`config.mk`:
```
export PLATFORM = sky130hd
export DESIGN_NAME = adv_tdm_serializer
export DESIGN_NICKNAME = d
export VERILOG_FILES = /design/src/rtl/adv_ser_pkg.sv /design/src/rtl/adv_frame_timer.sv /design/src/rtl/adv_slot_decoder.sv /design/src/rtl/adv_bit_driver.sv /design/src/rtl/adv_tdm_serializer.sv
export SDC_FILE = /design/constraint.sdc
export NUM_CORES = 1
export LEC_CHECK = 0
export ABC_AREA = 0
export BUFFER_PORTS_ARGS = -buffer_cell sky130_fd_sc_hd__buf_2
export CAP_MARGIN = 0
export CORE_MARGIN = 4
export CORE_UTILIZATION = 40
export CTS_BUF_LIST = sky130_fd_sc_hd__clkbuf_16
export DETAILED_ROUTE_END_ITERATION = 7
export GPL_TIMING_DRIVEN = 0
export HOLD_SLACK_MARGIN = 0.1
export SLEW_MARGIN = 20
export SYNTH_ARGS = -nofsm -noshare
export SYNTH_HDL_FRONTEND = slang
export SYNTH_SLANG_ARGS = --single-unit
```
`constraint.sdc`:
```
create_clock -name clk -period 4.92 [get_ports clk]
set_input_delay 0.492 -clock clk [delete_from_list [all_inputs] [get_ports clk]]
set_output_delay 0.492 -clock clk [all_outputs]
set_load 0.01 [all_outputs]
```
`src/rtl/adv_ser_pkg.sv`:
```
package adv_ser_pkg;

    // Line rate codes; a higher code halves the bit length.
    typedef enum logic [1:0] {
        RATE_2M  = 2'd0,
        RATE_4M  = 2'd1,
        RATE_8M  = 2'd2,
        RATE_16M = 2'd3
    } line_rate_e;

    typedef struct packed {
        line_rate_e rate;
        logic [1:0] lead_code;
    } stream_cfg_t;

    localparam stream_cfg_t CFG_RESET = '{rate: RATE_2M, lead_code: 2'd0};

    // Lead in system clocks for a given code: two clocks per step.
    function automatic logic [2:0] lead_clocks(input logic [1:0] code);
        return {code, 1'b0};
    endfunction

    // log2 of the bit length in clocks for a rate.
    function automatic int unsigned bit_len_log2(input line_rate_e r, input int unsigned lg_bit_min);
        return lg_bit_min + 3 - int'(r);
    endfunction

endpackage

```
`src/rtl/adv_frame_timer.sv`:
```
module adv_frame_timer
    import adv_ser_pkg::*;
#(
    parameter int POS_W = 14
) (
    input  logic             clk,
    input  logic             rst,
    input  logic             frame_pulse,
    input  stream_cfg_t      cfg_req,
    output stream_cfg_t      cfg_now,
    output logic [POS_W-1:0] pos_next
);

    logic [POS_W-1:0] frame_cnt;
    logic [POS_W-1:0] cnt_next;
    stream_cfg_t      cfg_hold;

    // Next frame count, settings in force at this edge, and the advanced position.
    always_comb begin
        cnt_next = frame_pulse ? '0 : frame_cnt + 1'b1;
        cfg_now  = frame_pulse ? cfg_req : cfg_hold;
        pos_next = cnt_next + POS_W'(lead_clocks(cfg_now.lead_code));
    end

    always_ff @(posedge clk) begin
        if (rst) begin
            frame_cnt <= '1;
            cfg_hold  <= CFG_RESET;
        end else begin
            frame_cnt <= cnt_next;
            cfg_hold  <= cfg_now;
        end
    end

    // The pulse restarts the frame at position 0.
    assert_restart_R7: assert property (@(posedge clk) disable iff (rst)
        frame_pulse |=> (frame_cnt == '0));

    // Outside the pulse the settings do not move.
    assert_cfg_hold_R6: assert property (@(posedge clk) disable iff (rst)
        !frame_pulse |=> (frame_pulse || cfg_now == $past(cfg_now)));

endmodule

```
`src/rtl/adv_slot_decoder.sv`:
```
module adv_slot_decoder
    import adv_ser_pkg::*;
#(
    parameter int POS_W      = 14,
    parameter int CH_W       = 8,
    parameter int LG_BIT_MIN = 3
) (
    input  logic [POS_W-1:0] pos_next,
    input  line_rate_e       rate,
    output logic [CH_W-1:0]  chan,
    output logic [2:0]       bit_sel
);

    logic [POS_W-1:0] slot;

    // Position -> bit slot -> (channel, bit index, MSB first).
    always_comb begin
        slot    = pos_next >> bit_len_log2(rate, LG_BIT_MIN);
        chan    = CH_W'(slot >> 3);
        bit_sel = 3'd7 - slot[2:0];
    end

endmodule

```
`src/rtl/adv_bit_driver.sv`:
```
module adv_bit_driver (
    input  logic       clk,
    input  logic       rst,
    input  logic [7:0] chan_byte,
    input  logic [2:0] bit_sel,
    output logic       ser_out
);

    always_ff @(posedge clk) begin
        if (rst) begin
            ser_out <= 1'b1;
        end else begin
            ser_out <= chan_byte[bit_sel];
        end
    end

    // Line idles high through reset.
    assert_idle_high_R1: assert property (@(posedge clk)
        rst |=> ser_out);

endmodule

```
`src/rtl/adv_tdm_serializer.sv`:
```
module adv_tdm_serializer
    import adv_ser_pkg::*;
#(
    parameter int CHAN_BASE = 32,
    parameter int BIT_MIN   = 8
) (
    input  logic                           clk,
    input  logic                           rst,
    input  logic                           frame_pulse,
    input  logic [1:0]                     rate_sel,
    input  logic [1:0]                     lead_code,
    output logic [$clog2(CHAN_BASE*8)-1:0] chan_idx,
    input  logic [7:0]                     chan_byte,
    output logic                           ser_out
);

    localparam int LG_BIT_MIN = $clog2(BIT_MIN);
    localparam int CH_W       = $clog2(CHAN_BASE * 8);
    localparam int POS_W      = $clog2(CHAN_BASE * 64 * BIT_MIN);

    // The largest lead (6 clocks) must stay shorter than the shortest bit.
    if (BIT_MIN < 8 || (BIT_MIN & (BIT_MIN - 1)) != 0) begin : g_bad_bit_min
        $error("BIT_MIN must be a power of two of at least 8");
    end
    if (CHAN_BASE < 1 || (CHAN_BASE & (CHAN_BASE - 1)) != 0) begin : g_bad_chan_base
        $error("CHAN_BASE must be a power of two");
    end

    stream_cfg_t      cfg_req;
    stream_cfg_t      cfg_now;
    logic [POS_W-1:0] pos_next;
    logic [2:0]       bit_sel;

    always_comb begin
        cfg_req.rate      = line_rate_e'(rate_sel);
        cfg_req.lead_code = lead_code;
    end

    adv_frame_timer #(
        .POS_W (POS_W)
    ) u_timer (
        .clk         (clk),
        .rst         (rst),
        .frame_pulse (frame_pulse),
        .cfg_req     (cfg_req),
        .cfg_now     (cfg_now),
        .pos_next    (pos_next)
    );

    adv_slot_decoder #(
        .POS_W      (POS_W),
        .CH_W       (CH_W),
        .LG_BIT_MIN (LG_BIT_MIN)
    ) u_decoder (
        .pos_next (pos_next),
        .rate     (cfg_now.rate),
        .chan     (chan_idx),
        .bit_sel  (bit_sel)
    );

    adv_bit_driver u_driver (
        .clk       (clk),
        .rst       (rst),
        .chan_byte (chan_byte),
        .bit_sel   (bit_sel),
        .ser_out   (ser_out)
    );

    // Channel number stays inside the count for the rate in force.
    assert_chan_range_R4: assert property (@(posedge clk) disable iff (rst)
        int'(chan_idx) < (CHAN_BASE << int'(cfg_now.rate)));

    // At the pulse the byte wanted is channel 0 (lead is under one bit).
    assert_ch0_at_pulse_R5: assert property (@(posedge clk) disable iff (rst)
        frame_pulse |-> (chan_idx == '0));

    // The first bit after the pulse is bit 7 of that byte.
    assert_msb_first_R2: assert property (@(posedge clk) disable iff (rst)
        frame_pulse |=> (ser_out == $past(chan_byte[7])));

endmodule

```
Word-level counts from Yosys, hierarchy flattened --
Cells that the tools add are included.
Cells by class: $add $sub $neg 4, multipliers 0, div/mod/pow operators 0, $lt $le $gt $ge 1, eq/ne operators 0, shift-type cells 1, muxes and demuxes 4, bitwise logic cells 0, reductions and logical operators 0
Operator list (count):
- 14-bit by 32-bit right shift with 11-bit output | 1
- 14-bit by 1-bit adder with 14-bit output, second input constant | 1
- 14-bit by 3-bit adder with 14-bit output | 1
- 14-bit two-way mux | 1
- 3-bit by 4-bit less-than comparator with 1-bit output, second input constant | 1
- 4-bit two-way mux | 1
- 3-bit by 2-bit subtractor with 4-bit output, first input constant | 1
- 1-bit binary-select mux with 3-bit select | 1
- 3-bit subtractor, first input constant | 1
- 1-bit two-way mux | 1
Storage, ports and cells: flip-flop bits (word level) 19, latch bits 0, memory bits (writable) 0, memory bits (read-only) 0, word-level logic and storage cells 14, memories 0

Logic depth before layout (Yosys ltp) --
Gate-level depths: netlist (run 1).
depth after elaboration 7, gate-level depth with buffers 15, mapped depth without buffers 13

Hierarchy --
A second synthesis (run 1) with hierarchy kept.
Second synthesis, totals: cell total of the unflattened synthesis 227, area, all modules 2001.9 um^2
Modules (own cells, without submodules):
- adv_frame_timer | times used 1, cells each 159, area an instance 1361.3 um^2, sequential area each 360.3 um^2
- adv_slot_decoder | times used 1, cells each 60, area an instance 546.8 um^2, sequential area each 0.0 um^2
- adv_bit_driver | times used 1, cells each 8, area an instance 93.8 um^2, sequential area each 20.0 um^2

Worst setup path after synthesis (run 1) --
OpenSTA, ideal clock, no wires.
kind input -> register, start input port frame_pulse, end register u_driver.ser_out, setup time 0.075 ns, data arrival time 3.619 ns, data required time 4.845 ns, setup slack 1.226 ns, stages 14, cells stage by stage buf_4 buf_4 clkbuf_1 mux2_2 ha_1 fa_1 nand2_1 nor3_1 a2111oi_1 a211oi_2 a32oi_4 mux2i_1 mux2_2 a22oi_2
RTL lines:
- start: declaration | RTL line adv_tdm_serializer.sv:9 | input logic frame_pulse,
- end signal: assignment | RTL line adv_bit_driver.sv:13 | ser_out <= chan_byte[bit_sel];
- end: declaration | RTL line adv_bit_driver.sv:6 | output logic ser_out

==> results of run 1 <==
==> power by group through the flow <==
stage                     Sequential [W]  Combinational, W  Clock (W)
after floorplan                 0.000180          0.000194          0
after detailed placement        0.000182          0.000252          0
after CTS                       0.000178          0.000254   0.000171
after global placement          0.000181          0.000251          0
final                           0.000178          0.000254   0.000167
after global routing            0.000180          0.000282   0.000180
==> worst max path at each step <==
stage	start	end	slack [ps]
CTS	frame_pulse	chan_idx[0]	340
global route	frame_pulse	chan_idx[3]	200
detailed placement	frame_pulse	chan_idx[0]	360
floorplan	frame_pulse	u_driver.ser_out$_SDFF_PP1_	1230
finish	frame_pulse	chan_idx[0]	500
global placement	frame_pulse	chan_idx[0]	390
==> cell families (layout without fill, tap and decap cells) <==
family                     after synthesis  in the layout  share of synthesized area
DFF                                     19             19                     0.1802
adders and majority gates                5              5                    0.03320
and+or+nand+nor                        105            105                     0.2780
buffers and inverters                   20             46                    0.05987
muxes                                   25             25                     0.1369
xor gates and xnor gates                 9              9                    0.03735
AOI/OAI and AO/OA                       72             72                     0.2745
==> metal layers <==
metal | routed length [um] | vias to the layer above
li1 | - | 1012
met1 | 2575 | 968
met2 | 2654 | 52
met3 | 199 | 7
met4 | 63 | 0
met5 | 0 | -
==> flip-flops by register name, indices dropped and copies added, names as in the netlist <==
name	count
u_timer.cfg_hold	4
u_timer.frame_cnt	14
u_driver.ser_out	1
==> through the flow <==
| stage | setup slack [ps] | instance area (um2) | hold slack [ps] |
|---|---|---|---|
| floorplan | 1226 | 2111 | 481.4 |
| global placement | 393.9 | 2308 | 536.3 |
| detailed placement | 359.1 | 2308 | 547.4 |
| CTS | 336.2 | 2387 | 560.1 |
| global route | 200.1 | 2394 | 576.3 |
| finish | 496.4 | 2394 | 552.9 |
==> cell type report <==
cell class / instances / area (um2)
buffer: 17 / 115.1
sequential: 19 / 380.4
multi-input combinational: 216 / 1610
fill: 515 / 2714
clock buffer: 3 / 75.07
tap: 70 / 87.58
inverter: 3 / 11.26
timing repair buffer: 22 / 110.1
clock inverter: 1 / 3.754
==> worst max-delay path: stages <==
cell and delay [ps]:
buf_2 90, buf_4 180, buf_4 200, clkbuf_1 450, mux2_2 410, ha_1 230
fa_1 460, nand2_1 170, nor4_2 90, a21o_1 180, a211oi_1 370, a21oi_1 150
nor2b_1 150, a31oi_1 130, buf_2 150
==> cells in the mapped netlist (all sizes together), types with 3 or more instances <==
library cell / instances
nand3: 9
clkbuf: 5
nor2: 22
or2: 8
a211oi: 6
nand2: 17
ha: 4
mux2: 9
o21ai: 10
a221oi: 3
a21o: 4
nor4: 4
and2b: 3
nor3: 7
and3: 4
inv: 3
a21oi: 16
buf: 12
a31oi: 5
xnor2: 8
o211ai: 4
nand2b: 8
nor2b: 8
mux2i: 15
o21bai: 3
nand4: 3
or3: 4
dfxtp: 19
a22oi: 3
==> cells in the final DEF, fill, tap and decap left out, types with 4 or more instances in the layout <==
cell type	count
o21ai_0	9
a21o_1	4
a21oi_1	15
nand2b_1	8
nor2_1	22
mux2_2	7
buf_2	24
buf_4	5
dfxtp_1	19
nand3_1	8
clkbuf_1	5
inv_1	4
or2_2	8
nor3_1	6
mux2i_1	13
ha_1	4
xnor2_1	8
buf_6	4
a31oi_1	4
nand2_1	17
nor2b_1	7
a211oi_1	5
==> flow_summary.json, run 1 <==
{
  "outcome": "finished, final reports clean",
  "r2r_end": "u_driver.ser_out$_SDFF_PP1_",
  "clkPwrFrac": 0.279,
  "clock_skew_ps": 3.189,
  "holdPathStages": 1,
  "cts_root_buffer": "clkbuf_16",
  "post_drt_wl_per_cell_um": 15.65,
  "r2r_setup_slack_ps": 1410,
  "drc": 0,
  "switching_power_w": 0.0002127,
  "drv_cap": 0,
  "p_leak_nw": 0.9523,
  "core_um2": 5107,
  "finalCriticalPeriod_ps": 4424,
  "setup_viol_count_final": 0,
  "ys.flop_type": "dfxtp_1",
  "ir_worst_vdd_mv": 0.1786,
  "maxSlewViolCount": 0,
  "fin_cells": 351,
  "internal_power_w": 0.0003869,
  "min_path_type": "flop to flop",
  "grt-busiest-layer": "met2",
  "cts_hold_buf": 0,
  "grt_pass1_vias": 2021,
  "io_pins": 24,
  "grt_max_degree": 11,
  "drt_wl_total_mm": 5.492,
  "utilization": 0.4686,
  "p_seq_frac": 0.298,
  "clock_latency_ps": 250,
  "hold_end": "u_timer.frame_cnt[0]$_SDFF_PP1_",
  "seq_area_frac_synth": 0.1802,
  "synth.area.top_cells": "dfxtp_1, mux2i_1, nor2_1, mux2_2, a21oi_1",
  "cp_max_fo": 10,
  "postRouteAntennaNets": 0,
  "syn_nets": 275,
  "die_h_um": 80.64,
  "dp_cells": 347,
  "ff2ff_path_depth": 12,
  "grtUsageMet3": 0.02803,
  "synth_cells": 255,
  "p_per_area_nw_per_um2": 250.5,
  "vias_per_cell": 5.809,
  "gr-usage-met2": 0.3237,
  "num_vias": 2039,
  "rsz0062_at_grt": "false",
  "n_antenna_cell": 0,
  "h-tree-depth": 1,
  "synth-seq-cells": 19,
  "cp.arrival_ps": 3930,
  "dieArea_um2": 6503,
  "syn_avg_cell_area_um2": 8.278,
  "hold_viol_final": 0,
  "end_kind": "output pin",
  "slew_headroom": 0.5721,
  "grt_usage": 0.1837,
  "drive_gt1_frac": 0.2740,
  "place.gp.congestion": 0.8087,
  "netlist_area_um2": 2111,
  "antenna_found_initial": 0,
  "total_power_w": 0.0005996,
  "rows": 26,
  "r2r_start": "u_timer.frame_cnt[0]$_SDFF_PP1_",
  "drt_iter0_markers": 164,
  "ys_warn_count": 0,
  "ctsResizeCount": 0,
  "grt_pass1_wl_mm": 9.446,
  "yosysUniqueCellTypes": 74,
  "swShare": 0.3548,
  "dpl.hpwl_mm": 4.251,
  "cts.clk_slew.worst_paths_ps": 50,
  "clock_sinks": 19,
  "async_flop_share": 0,
  "startpoint_type": "input port",
  "tritoncts": "done",
  "holdCritStartpoint": "u_timer.frame_cnt[0]$_SDFF_PP1_",
  "synth_edf_count": 0,
  "combPwrFrac": 0.424,
  "ctsLongestPathBuffers": 2,
  "critPathKind": "input port to output pin",
  "firstDrtPassIters": 4,
  "grt.overflow.total": 0,
  "numCtsBuffers": 3,
  "worstMarginPinSlew_ps": 641.8,
  "timing.setup.tns_ps": 0,
  "synthToLayoutAreaGrowth_pct": 13.40,
  "place.port_buffers": 22,
  "layout.nets": 302,
  "synth_area_leader_cell": "dfxtp_1",
  "final.period_utilization": 0.8991,
  "use_met1": 0.2374,
  "worstPathRequired_ps": 4430,
  "cts_setup_buffers": 0,
  "synth_top_area_frac": 0.1802,
  "die_w_um": 80.64,
  "initial_core_util": 0.4133,
  "fmax_ghz": 0.2261
}
No activity file was read; power rests on OpenSTA's default activity.
==> run 2: changes to the inputs <==
--- a/config.mk
+++ b/config.mk
@@ -6,14 +6,17 @@
 export NUM_CORES = 1
 export LEC_CHECK = 0
 export ABC_AREA = 0
-export BUFFER_PORTS_ARGS = -buffer_cell sky130_fd_sc_hd__buf_2
 export CAP_MARGIN = 0
+export CELL_PAD_IN_SITES_DETAIL_PLACEMENT = 1
+export CELL_PAD_IN_SITES_GLOBAL_PLACEMENT = 2
 export CORE_MARGIN = 4
-export CORE_UTILIZATION = 40
+export CORE_UTILIZATION = 39
 export CTS_BUF_LIST = sky130_fd_sc_hd__clkbuf_16
 export DETAILED_ROUTE_END_ITERATION = 7
+export DONT_BUFFER_PORTS = 1
 export GPL_TIMING_DRIVEN = 0
 export HOLD_SLACK_MARGIN = 0.1
+export PLACE_DENSITY_LB_ADDON = 0.1
 export SLEW_MARGIN = 20
 export SYNTH_ARGS = -nofsm -noshare
 export SYNTH_HDL_FRONTEND = slang
==> run 2 against run 1 <==
Maximum frequency is 2.3% higher. Combinational power down 5%. First-iteration DRC count down 70%.
==> flow_summary.json, run 2 (synthesis results as in run 1) <==
{
  "vias_per_cell": 5.994,
  "post-place-ws_ps": 309.8,
  "p_leak_nw": 0.8593,
  "critPathSlowestCell": "clkbuf_1",
  "regMostFlops": "u_timer.frame_cnt",
  "multi_input_area_um2": 1610,
  "setup_viol_count_final": 0,
  "worstPathCellList": "buf_4, buf_4, clkbuf_1, mux2_2, ha_1, a21oi_1, nor2_1, o2111ai_4, nor2_1, a21oi_1, nor2_1, a2bb2oi_1, o21ai_1, a22oi_1",
  "p_per_area_nw_per_um2": 258.5,
  "fillerInstances": 638,
  "combPwrFrac": 0.407,
  "clock_skew_ps": 1.683,
  "grt.overflow.total": 0,
  "slew_headroom": 0.5837,
  "clock_latency_ps": 250,
  "tritoncts": "done",
  "dpl.hpwl_mm": 4.848,
  "cp_common_cell": "nor2_1",
  "grt_max_degree": 12,
  "numCtsBuffers": 3,
  "outcome": "finished, final reports clean",
  "swShare": 0.3633,
  "clkPwrFrac": 0.289,
  "die_w_um": 81.57,
  "place.gp.congestion": 0.7902,
  "fmax_ghz": 0.2312,
  "grt_usage": 0.2030,
  "dieArea_um2": 6653,
  "synthToLayoutAreaGrowth_pct": 8.239,
  "layout.nets": 280,
  "reg_top3": "u_timer.frame_cnt: 14 flops, u_timer.cfg_hold: 4 flops, u_driver.ser_out: 1 flops",
  "io_pins": 24,
  "maxSlewViolCount": 0,
  "num_vias": 1972,
  "drt_wl_total_mm": 6.077,
  "startpoint_type": "input port",
  "grt_pass1_wl_mm": 10.29,
  "initial_core_util": 0.4081,
  "n_antenna_cell": 0,
  "rsz0062_at_grt": "false",
  "antenna_found_initial": 0,
  "end_kind": "output pin",
  "postRouteAntennaNets": 0,
  "post_drt_wl_per_cell_um": 18.47,
  "internal_power_w": 0.0003760,
  "cp_max_fo": 10,
  "clock_sinks": 19,
  "hold_slack_ps": 524.6,
  "hold_viol_final": 0,
  "drc": 0,
  "r2r_setup_slack_ps": 1340,
  "cts.clk_slew.worst_paths_ps": 60,
  "grt_pass1_vias": 1988,
  "ir_worst_vdd_mv": 0.1421,
  "drt_iter0_markers": 50,
  "h-tree-depth": 1,
  "core_um2": 5172,
  "switching_power_w": 0.0002145,
  "cts_root_buffer": "clkbuf_16",
  "critical_path.max_stage_delay_ps": 480,
  "worstMarginPinSlew_ps": 619.7,
  "place.port_buffers": 0,
  "fin_ws_ps": 594.2,
  "finalCriticalPeriod_ps": 4326,
  "critPathKind": "input port to output pin",
  "drive_gt1_frac": 0.2162,
  "ctsLongestPathBuffers": 2,
  "final.period_utilization": 0.8792,
  "timing.setup.tns_ps": 0,
  "die_h_um": 81.57,
  "largest_reg_flops": 14,
  "drv_cap": 0,
  "min_path_type": "input port to flop",
  "cp.arrival_ps": 3830,
  "final_cell_mix": "nor2_1, dfxtp_1, nand2_1",
  "worstPathRequired_ps": 4430,
  "p_seq_frac": 0.304,
  "rows": 26,
  "final_common_cell": "nor2_1",
  "cts_hold_buf": 0,
  "firstDrtPassIters": 4,
  "ff_latch_area_um2": 380.4
}
## run 2: cell types whose count changed in the layout (fill, tap and decap cells not counted)
| cell | previous run | this run |
|---|---|---|
| buf_2 | 24 | 2 |
| clkinv_2 | 0 | 1 |
| inv_1 | 4 | 3 |
## run 2: power groups by stage
stage / registers, W / clock network, W / logic, W
4_1_cts: 0.000179 / 0.000176 / 0.000243
5_1_grt: 0.000181 / 0.000184 / 0.000269
3_3_place_gp: 0.000182 / 0 / 0.000238
6_report: 0.000179 / 0.000170 / 0.000241
3_5_place_dp: 0.000182 / 0 / 0.000242
2_1_floorplan: 0.000180 / 0 / 0.000194
## run 2: worst paths after layout
path	start	cells after the start	endpoint
setup / recovery	frame_pulse	14	chan_idx[3]
hold / removal	lead_code[0]	2	u_timer.cfg_hold[0]$_SDFF_PP0_
setup reg to reg	u_timer.frame_cnt[0]$_SDFF_PP1_	12	u_driver.ser_out$_SDFF_PP1_
hold reg to reg	u_timer.frame_cnt[0]$_SDFF_PP1_	1	u_timer.frame_cnt[0]$_SDFF_PP1_
## run 2: stage by stage
stage	cells	util	power (W)	cell area, um2
6_report	329	0.4417	0.0005905	2285
4_1_cts	329	0.4405	0.0005982	2278
2_1_floorplan	255	-	0.0003741	2111
3_3_place_gp	325	0.4250	0.0004202	2198
5_1_grt	329	0.4417	0.0006347	2285
3_5_place_dp	325	0.4250	0.0004242	2198
## run 2: worst max-delay path, delay by kind of cell
kind,cells,cell delay [ps]
and+or+nand+nor,3,590
buffers and inverters,3,830
AOI/OAI and AO/OA,6,1180
muxes,1,440
adders and majority gates,1,280
## run 2: timing repair
action / 4_1_cts / 5_1_grt
resized for setup: 0 / 1
endpoints found under the setup margin: 0 / 2
buffers inserted: 0 / 0
## run 2: final cells by class
class,instances,area share
inverter,3,0.004929
tap,70,0.03834
sequential,19,0.1665
clock buffer,3,0.03286
buffer,17,0.05038
multi-input combinational,216,0.7048
clock inverter,1,0.002191
## run 2: routing by layer
metal  part of all wire  up-vias  GRT usage
met2               0.47       37     0.3371
li1                   -      967          -
met1               0.46      954     0.2597
met3              0.041       14    0.04386
met5                  0        -          0
met4              0.024        0    0.06588
==> run 3: changes to the inputs <==
--- a/config.mk
+++ b/config.mk
@@ -14,7 +14,6 @@
 export CTS_BUF_LIST = sky130_fd_sc_hd__clkbuf_16
 export DETAILED_ROUTE_END_ITERATION = 7
 export DONT_BUFFER_PORTS = 1
-export GPL_TIMING_DRIVEN = 0
 export HOLD_SLACK_MARGIN = 0.1
 export PLACE_DENSITY_LB_ADDON = 0.1
 export SLEW_MARGIN = 20
==> run 3 against run 2 <==
Global-route usage down 1.2 points. Sequential power up 3%. Via count down 4.4%. Sequential share of layout area up 0.87 points. Register-to-register slack better by 140 ps. Critical path type is now flop to output pin. Largest cell class unchanged. Highest routed layer unchanged.
==> flow_summary.json, run 3 (synthesis results as in run 1) <==
{
  "min_path_type": "input port to flop",
  "fillerInstances": 630,
  "largest_reg_flops": 14,
  "clock_skew_ps": 2.082,
  "grt_pass1_wl_mm": 9.770,
  "fin_cells": 313,
  "drive_gt1_frac": 0.1852,
  "grt_pass1_vias": 1865,
  "cts_root_buffer": "clkbuf_16",
  "finalCriticalPeriod_ps": 4017,
  "ctsResizeCount": 0,
  "cts.clk_slew.worst_paths_ps": 50,
  "h-tree-depth": 1,
  "setup_viol_count_final": 0,
  "timing.setup.tns_ps": 0,
  "ctsLongestPathBuffers": 2,
  "fmax_ghz": 0.2489,
  "drc": 0,
  "die_w_um": 81.57,
  "drt_wl_total_mm": 5.711,
  "startpoint_type": "flop",
  "tritoncts": "done",
  "place.port_buffers": 0,
  "reg_top3": "u_timer.frame_cnt: 14 flops, u_timer.cfg_hold: 4 flops, u_driver.ser_out: 1 flops",
  "p_per_area_nw_per_um2": 261.7,
  "p_leak_nw": 0.7995,
  "regMostFlops": "u_timer.frame_cnt",
  "io_pins": 24,
  "rsz0062_at_grt": "false",
  "outcome": "finished, final reports clean",
  "core_um2": 5172,
  "ff_latch_area_um2": 380.4,
  "n_antenna_cell": 0,
  "dp_cells": 309,
  "vias_per_cell": 6.022,
  "postRouteAntennaNets": 0,
  "slew_headroom": 0.4531,
  "grt_usage": 0.1907,
  "clock_latency_ps": 250,
  "maxSlewViolCount": 0,
  "post_drt_wl_per_cell_um": 18.25,
  "hold_viol_final": 0,
  "worstPathRequired_ps": 4430,
  "drt_iter0_markers": 102,
  "utilization": 0.4197,
  "multi_input_area_um2": 1604,
  "cts_setup_buffers": 0,
  "grt_max_degree": 31,
  "antenna_found_initial": 0,
  "die_h_um": 81.57,
  "firstDrtPassIters": 4,
  "final_common_cell": "nor2_1",
  "synthToLayoutAreaGrowth_pct": 2.845,
  "end_kind": "output pin",
  "critPathKind": "flop to output pin",
  "num_vias": 1885,
  "initial_core_util": 0.4081,
  "dpl.hpwl_mm": 4.411,
  "place.gp.congestion": 0.7756,
  "cp.arrival_ps": 3530,
  "numCtsBuffers": 3,
  "final.period_utilization": 0.8165,
  "grt.overflow.total": 0,
  "dieArea_um2": 6653,
  "rows": 26,
  "worstMarginPinSlew_ps": 812.9,
  "ir_worst_vdd_mv": 0.1516,
  "clock_sinks": 19,
  "layout.nets": 264,
  "cts_hold_buf": 0,
  "drv_cap": 0,
  "cp_max_fo": 7,
  "final_cell_mix": "nor2_1, dfxtp_1, nand2_1"
}
-- run 3: power by group --
group | total [W] | internal, W | switching [W] | leakage, nW
combinational | 0.000216 | 0.0000899 | 0.000126 | 0.600
sequential | 0.000185 | 0.000168 | 0.0000169 | 0.159
clock | 0.000167 | 0.000109 | 0.0000583 | 0.0409
total | 0.000568 | 0.000367 | 0.000202 | 0.800
-- run 3: path summary, 6_finish.rpt --
path	cells after the start	slack (ps)	end	from
min	1	310	u_timer.cfg_hold[3]$_SDFF_PP0_	rst
min reg2reg	1	550	u_timer.frame_cnt[0]$_SDFF_PP1_	u_timer.frame_cnt[0]$_SDFF_PP1_
max	10	900	chan_idx[4]	u_timer.frame_cnt[0]$_SDFF_PP1_
max reg2reg	12	1480	u_driver.ser_out$_SDFF_PP1_	u_timer.frame_cnt[0]$_SDFF_PP1_
-- run 3: metrics by stage --
step	power (W)	instance area, um2	hold slack (ps)	setup WS (ps)
after global routing	0.0006093	2171	297.3	450.8
after detailed placement	0.0004046	2091	545.8	1220
after global placement	0.0004041	2091	511.8	1276
after floorplan	0.0003741	2111	481.4	1226
final	0.0005682	2171	307.1	902.6
after CTS	0.0005747	2171	301.7	877.4
-- run 3: cell type report --
| class | count | area share |
|---|---|---|
| clock buffer | 3 | 0.03458 |
| inverter | 3 | 0.005187 |
| timing repair buffer | 1 | 0.003458 |
| sequential | 19 | 0.1752 |
| tap | 70 | 0.04035 |
| multi-input combinational | 216 | 0.7389 |
| clock inverter | 1 | 0.002305 |
-- run 3: worst max-delay path: stages (launching register included) --
cell      delay (ps)
dfxtp_1          440
ha_1             310
nand2_1          170
nor3_1           400
mux2i_1          230
nor3_1           450
and2_1           310
a221oi_1         100
a311oi_1         400
mux2i_1          150
mux2i_1          300
-- run 3: metal layers --
layer / track usage / vias up / share of wire
met5: 0 / - / 0
met4: 0.02196 / 0 / 0.0067
met3: 0.02961 / 4 / 0.022
met2: 0.3135 / 23 / 0.48
met1: 0.2694 / 919 / 0.49
li1: - / 939 / -
